**src/rtl/rsup_pkg.sv**
```systemverilog
package rsup_pkg;
  // depth of the input synchronizer chain
  localparam int unsigned SYNC_STAGES = 2;

  // width of a counter that must hold values 0..limit
  function automatic int unsigned cnt_bits(input int unsigned limit);
    return (limit < 2) ? 1 : $clog2(limit + 1);
  endfunction
endpackage

```
**src/rtl/rsup_sync.sv**
```systemverilog
module rsup_sync
  import rsup_pkg::*;
#(
  parameter int unsigned          WIDTH   = 1,
  parameter logic [WIDTH-1:0]     RST_VAL = '0
) (
  input  logic             clk,
  input  logic             rst_n,
  input  logic [WIDTH-1:0] async_i,
  output logic [WIDTH-1:0] sync_o
);
  logic [SYNC_STAGES-1:0][WIDTH-1:0] stage_q;
  logic [SYNC_STAGES-1:0][WIDTH-1:0] stage_d;

  always_comb begin
    stage_d = {stage_q[SYNC_STAGES-2:0], async_i};
  end

  always_ff @(posedge clk or negedge rst_n) begin
    if (!rst_n) stage_q <= {SYNC_STAGES{RST_VAL}};
    else        stage_q <= stage_d;
  end

  assign sync_o = stage_q[SYNC_STAGES-1];
endmodule

```
**src/rtl/rsup_mr_filter.sv**
```systemverilog
module rsup_mr_filter
  import rsup_pkg::*;
#(
  parameter int unsigned FILT_CYC = 4
) (
  input  logic clk,
  input  logic rst_n,
  input  logic mr_low_i,
  output logic act_o
);
  localparam int unsigned CW = cnt_bits(FILT_CYC);
  localparam logic [CW-1:0] FILT_TOP = CW'(FILT_CYC);

  logic [CW-1:0] cnt_q, cnt_d;
  logic          cnt_en;

  always_comb begin
    cnt_d  = cnt_q;
    cnt_en = 1'b0;
    if (!mr_low_i) begin
      cnt_d  = '0;
      cnt_en = (cnt_q != '0);
    end else if (cnt_q != FILT_TOP) begin
      cnt_d  = cnt_q + 1'b1;
      cnt_en = 1'b1;
    end
  end

  always_ff @(posedge clk or negedge rst_n) begin
    if (!rst_n)      cnt_q <= '0;
    else if (cnt_en) cnt_q <= cnt_d;
  end

  assign act_o = (cnt_q == FILT_TOP);

  AST_MR_ACT_NEEDS_LOW: assert property (@(posedge clk) disable iff (!rst_n)
    act_o |-> $past(mr_low_i));
endmodule

```
**src/rtl/rsup_watchdog.sv**
```systemverilog
module rsup_watchdog
  import rsup_pkg::*;
#(
  parameter int unsigned WDT_CYC = 40
) (
  input  logic clk,
  input  logic rst_n,
  input  logic strobe_i,
  input  logic float_i,
  input  logic hold_i,
  output logic expire_o
);
  localparam int unsigned CW = cnt_bits(WDT_CYC);
  localparam logic [CW-1:0] WDT_LAST = CW'(WDT_CYC - 1);

  logic          prev_q;
  logic          strobe_edge;
  logic [CW-1:0] cnt_q, cnt_d;
  logic          cnt_en;

  always_ff @(posedge clk or negedge rst_n) begin
    if (!rst_n) prev_q <= 1'b0;
    else        prev_q <= strobe_i;
  end

  assign strobe_edge = strobe_i ^ prev_q;

  always_comb begin
    expire_o = (cnt_q == WDT_LAST) & ~hold_i & ~float_i & ~strobe_edge;
    cnt_en   = 1'b1;
    if (hold_i || float_i || strobe_edge || expire_o) begin
      cnt_d  = '0;
      cnt_en = (cnt_q != '0);
    end else begin
      cnt_d  = cnt_q + 1'b1;
    end
  end

  always_ff @(posedge clk or negedge rst_n) begin
    if (!rst_n)      cnt_q <= '0;
    else if (cnt_en) cnt_q <= cnt_d;
  end

  AST_WD_HELD_IN_RESET: assert property (@(posedge clk) disable iff (!rst_n)
    hold_i |=> (cnt_q == '0));
  AST_WD_EDGE_CLEARS: assert property (@(posedge clk) disable iff (!rst_n)
    strobe_edge |=> (cnt_q == '0));
  AST_WD_FLOAT_IDLE: assert property (@(posedge clk) disable iff (!rst_n)
    float_i |=> (cnt_q == '0));
endmodule

```
**src/rtl/rst_supervisor.sv**
```systemverilog
module rst_supervisor
  import rsup_pkg::*;
#(
  parameter int unsigned CLK_HZ   = 1_000_000,
  parameter int unsigned HOLD_CYC = CLK_HZ / 5,
  parameter int unsigned WDT_CYC  = (CLK_HZ / 5) * 8,
  parameter int unsigned FILT_CYC = (CLK_HZ < 1_000_000) ? 1 : CLK_HZ / 1_000_000
) (
  input  logic clk,
  input  logic rst_n,
  input  logic uv_flag_i,
  input  logic mrst_n_i,
  input  logic wd_strobe_i,
  input  logic wd_float_i,
  output logic sys_rst_n_o,
  output logic sys_rst_o
);
  localparam int unsigned HCW = cnt_bits(HOLD_CYC);
  localparam logic [HCW-1:0] HOLD_LAST = HCW'(HOLD_CYC - 1);

  logic [1:0]     sync_vec;
  logic           mr_act;
  logic           wd_expire;
  logic           cause_any;
  logic           rst_q, rst_d;
  logic [HCW-1:0] hold_cnt_q, hold_cnt_d;
  logic           hold_en;

  // bit 1: manual reset (idle high), bit 0: watchdog strobe
  rsup_sync #(.WIDTH(2), .RST_VAL(2'b10)) u_sync (
    .clk     (clk),
    .rst_n   (rst_n),
    .async_i ({mrst_n_i, wd_strobe_i}),
    .sync_o  (sync_vec)
  );

  rsup_mr_filter #(.FILT_CYC(FILT_CYC)) u_mr_filter (
    .clk      (clk),
    .rst_n    (rst_n),
    .mr_low_i (~sync_vec[1]),
    .act_o    (mr_act)
  );

  rsup_watchdog #(.WDT_CYC(WDT_CYC)) u_watchdog (
    .clk      (clk),
    .rst_n    (rst_n),
    .strobe_i (sync_vec[0]),
    .float_i  (wd_float_i),
    .hold_i   (rst_q),
    .expire_o (wd_expire)
  );

  assign cause_any = uv_flag_i | mr_act | wd_expire;

  always_comb begin
    rst_d      = rst_q;
    hold_cnt_d = hold_cnt_q;
    hold_en    = 1'b0;
    if (cause_any) begin
      rst_d      = 1'b1;
      hold_cnt_d = '0;
      hold_en    = 1'b1;
    end else if (rst_q) begin
      hold_en = 1'b1;
      if (hold_cnt_q == HOLD_LAST) begin
        rst_d      = 1'b0;
        hold_cnt_d = '0;
      end else begin
        hold_cnt_d = hold_cnt_q + 1'b1;
      end
    end
  end

  always_ff @(posedge clk or negedge rst_n) begin
    if (!rst_n) begin
      rst_q      <= 1'b1;
      hold_cnt_q <= '0;
    end else if (hold_en) begin
      rst_q      <= rst_d;
      hold_cnt_q <= hold_cnt_d;
    end
  end

  assign sys_rst_o   = rst_q;
  assign sys_rst_n_o = ~rst_q;

  AST_RELEASE_AFTER_FULL_HOLD: assert property (@(posedge clk) disable iff (!rst_n)
    $fell(rst_q) |-> ($past(hold_cnt_q) == HOLD_LAST));
  AST_CAUSE_ASSERTS: assert property (@(posedge clk) disable iff (!rst_n)
    cause_any |=> rst_q);
endmodule

```
**config.mk**
```make
export PLATFORM = sky130hd
export DESIGN_NAME = rst_supervisor
export DESIGN_NICKNAME = d
export VERILOG_FILES = /design/src/rtl/rsup_pkg.sv /design/src/rtl/rsup_sync.sv /design/src/rtl/rsup_mr_filter.sv /design/src/rtl/rsup_watchdog.sv /design/src/rtl/rst_supervisor.sv
export SDC_FILE = /design/constraint.sdc
export NUM_CORES = 1
export LEC_CHECK = 0
export ABC_AREA = 1
export BUFFER_PORTS_ARGS = -buffer_cell sky130_fd_sc_hd__buf_2
export CAP_MARGIN = 20
export CELL_PAD_IN_SITES_DETAIL_PLACEMENT = 1
export CELL_PAD_IN_SITES_GLOBAL_PLACEMENT = 1
export CORE_UTILIZATION = 41
export DETAILED_ROUTE_END_ITERATION = 10
export HOLD_SLACK_MARGIN = 0.03
export PLACE_DENSITY = 0.85
export REMOVE_ABC_BUFFERS = 1
export SLEW_MARGIN = 0
export SYNTH_ARGS = -nofsm -noshare
export SYNTH_HDL_FRONTEND = slang
export SYNTH_SLANG_ARGS = --single-unit
```
**constraint.sdc**
```tcl
create_clock -name clk -period 1.4 [get_ports clk]
set_input_delay 0.35 -clock clk [delete_from_list [all_inputs] [get_ports clk]]
set_output_delay 0.35 -clock clk [all_outputs]
set_load 0.02 [all_outputs]
```
==> flow_summary_export.csv <==
group,metric,value,unit
outcome,outcome,"complete, but fails checks",
outcome,violations,"negative setup slack",
floorplanning,initial_core_util,43.1,%
setup_path,cpMostUsedCell,"nor2_4",
setup_path,crit_path_end_kind,"flop",
synth,synthCells,346,
detailed_routing,antenna_left,0,
timing,finalCritPeriodShare,133,%
setup_path,crit_required,1620,ps
cts,clk_latency,330,ps
flow_run,cap_violations,0,
synth,ys_ff_latch,46,
timing,skew,17.2,ps
cells_and_area,drive_above_1_share,43.0,%
placed_design,portBuffers,7,
cts,tritoncts,"yes",
power,vdd.ir_drop.worst,0.564,mV
detailed_routing,wl_per_cell,26.0,µm
cells_and_area,finalCoreUtilization,65.6,%
timing,setup_viol_count_final,42,
synth,yosysSeqAreaShare,44.5,%
grt,track_usage,32.1,%
timing,fin_ws,-459,ps
setup_path,cp_slowest_stage_delay,420,ps
setup_path,crit_arrival,2080,ps
floorplanning,boundaryPins,8,
placed_design,hpwl,5630,µm
cts,clk_pin_slew,110,ps
grt,grt_pass1_wl,15500,µm
synth,avgSynthCellArea,7.50,µm²
cts,cts_buffers,5,
synth,synth_cell_type_count,26,
synth,synth_area,2600,µm²
floorplanning,die_width,81.6,µm
floorplanning,num_rows,28,
timing,fin_tns_setup,-13140,ps
timing,fmax,538,MHz
detailed_routing,drt_wl_total,13000,µm
power,p_per_area,658,nW/µm²
timing,period_needed,1860,ps
placed_design,place_inst,472,
cells_and_area,area_growth_syn_to_layout,52.2,%
floorplanning,die-area,6650,µm²
detailed_routing,route.detailed.drc,0,
timing,worstMarginPinSlew,415,ps
synth,yosysWarningCount,0,
min_path,min-delay-path-class,"input pin to flop",
timing,rsz0062_at_grt,"true",
cells_and_area,fin_nets,434,
timing,drv_slew,0,
cells_and_area,diodes,0,
placed_design,place_congestion,0.858,
setup_path,critPathKind,"flop to flop",
cells_and_area,final_cells,501,
setup_path,crit_chain,"inv_4, nand2_2, nor2_1, nand3_2, nor2_4, nor2_4, buf_12, clkbuf_16, nand3_1, o21ai_1",
timing,slew_headroom,72.2,%
setup_path,critPathSlowestCell,"dfstp_2",
cells_and_area,seqCellArea,1160,µm²
floorplanning,placeableCoreArea,6030,µm²
power,leakage,1.77,nW
detailed_routing,firstDrtPassIters,5,
grt,grt_max_degree,47,
cts,clkSinkCount,46,
detailed_routing,drt-initial-drc-count,251,
timing,hold_viol,0,
grt,grt_overflow,0,
setup_path,path_max_fanout,7,
cells_and_area,fill_cells,683,
detailed_routing,vias_per_cell,6.16,
cts,h-tree-depth,2,
setup_path,cp-start-kind,"flop",
setup_path,r2r_slack,-460,ps
cts,cts.path.max_buffers,2,
cells_and_area,multiInputGateArea,1680,µm²
cts,cts_root_buf,"clkbuf_8",
grt,grt_pass1_vias,3025,
floorplanning,die_h,81.6,µm
placed_design,post-place-ws,-184,ps
grt,antenna_found_initial,0,
detailed_routing,vias,3084,
==> flip-flops by register name, summed over array words and instances, names as in the netlist <==
name and flops:
u_mr_filter.act_o 1, u_sync.stage_d 2, hold_cnt_q 18, sys_rst_o 1, u_sync.sync_o 2, u_watchdog.prev_q 1
u_watchdog.cnt_q 21
==> final timing paths <==
kind	start	to	cells past startpoint
max	sys_rst_o$_DFFE_PN1P_	hold_cnt_q[3]$_DFFE_PN0P_	10
min	mrst_n_i	u_sync.stage_d[3]$_DFF_PN1_	1
max reg2reg	sys_rst_o$_DFFE_PN1P_	hold_cnt_q[3]$_DFFE_PN0P_	10
min reg2reg	u_sync.stage_d[3]$_DFF_PN1_	u_sync.sync_o[1]$_DFF_PN1_	0
max in group asynchronous	rst_n	u_sync.stage_d[3]$_DFF_PN1_	3
min in group asynchronous	rst_n	u_watchdog.cnt_q[14]$_DFFE_PN0P_	3
==> metal layers <==
layer,GRT usage [%],wire length [µm],vias to the layer above
met5,0,0,-
met3,5.67,991,101
li1,-,-,1263
met2,56.8,6390,238
met1,37.2,4550,1482
met4,15.8,1080,0
==> cell families (layout without fill, tap and decap cells) <==
kind of cell | count (synthesis) | in the layout | share of synthesized area, %
AOI/OAI and AO/OA | 22 | 22 | 4.34
xor gates and xnor gates | 19 | 19 | 6.41
DFF | 46 | 46 | 44.5
and+or+nand+nor | 211 | 211 | 35.9
buffers and inverters | 45 | 125 | 7.47
adders and majority gates | 3 | 3 | 1.45
==> critical path: cells and delay by family (launching register included) <==
family / cells / cell delay [ps]
buf+inv: 3 / 430
flops: 1 / 420
compound gates: 1 / 90
simple gates: 6 / 810
==> synthesized netlist by cell type <==
library cell  count  area [µm²]
o21ai_0           8        40.0
nand4_1           9        56.3
nor2_1           51         191
clkbuf_1          2        7.51
nand3_2           1        10.0
or2_2             1        6.26
o21ai_1           9        45.0
nand3_1          41         205
o21bai_1          1        7.51
nand2_2           5        31.3
inv_1            36         135
nor3b_1           1        7.51
buf_6             3        33.8
nor2_2            6        37.5
dfstp_2           3        78.8
buf_2             2        10.0
xnor2_1           5        43.8
a21oi_1           4        20.0
nor4_1            1        6.26
xor2_1           14         123
ha_1              3        37.5
nor3_1           12        60.1
dfrtp_1          43        1080
inv_2             2        7.51
nor2_4            1        11.3
nand2_1          82         308
==> final cells by class <==
cell class,count,area share [%]
clock buffer,5,1.74
clock inverter,3,1.20
inverter,38,3.93
multi-input combinational,255,42.5
sequential,46,29.3
tap,75,2.37
timing repair buffer,79,18.9
==> stage by stage <==
step | instance area (µm²) | hold slack [ps] | power (mW)
finish | 3950 | 109 | 2.60
global route | 3950 | 105 | 2.64
CTS | 3520 | 121 | 2.51
detailed placement | 3090 | 341 | 1.46
global placement | 3090 | 342 | 1.46
floorplan | 2540 | 54.4 | 1.39
==> placed cells by master, fill, tap and decap left out, types with 5 or more instances in the layout <==
| cell | instances |
|---|---|
| nand4_1 | 9 |
| nand3_1 | 27 |
| nor2_4 | 18 |
| buf_6 | 7 |
| o21ai_2 | 7 |
| nor2_2 | 6 |
| nand2_1 | 67 |
| buf_4 | 55 |
| nor3_1 | 6 |
| xnor2_1 | 5 |
| nand3_2 | 12 |
| xor2_1 | 12 |
| dfrtp_1 | 39 |
| buf_12 | 5 |
| clkbuf_8 | 5 |
| inv_1 | 31 |
| nor2_1 | 34 |
| o21ai_1 | 8 |
| nand2_2 | 15 |
| buf_2 | 5 |
==> power breakdown <==
group	internal (mW)	switching (mW)	total (mW)
clock network	0.547	0.573	1.12
logic	0.0527	0.0801	0.133
registers	1.34	0.00870	1.35
==> what timing repair did <==
action,in CTS,in global routing
gates cloned,0,4
gates resized for setup,72,65
pin swaps,15,19
hold buffers,1,0
setup endpoints to repair,42,42
setup buffers,6,10
hold endpoints to repair,43,0
Note: power is estimated with default switching activity, not from simulation.
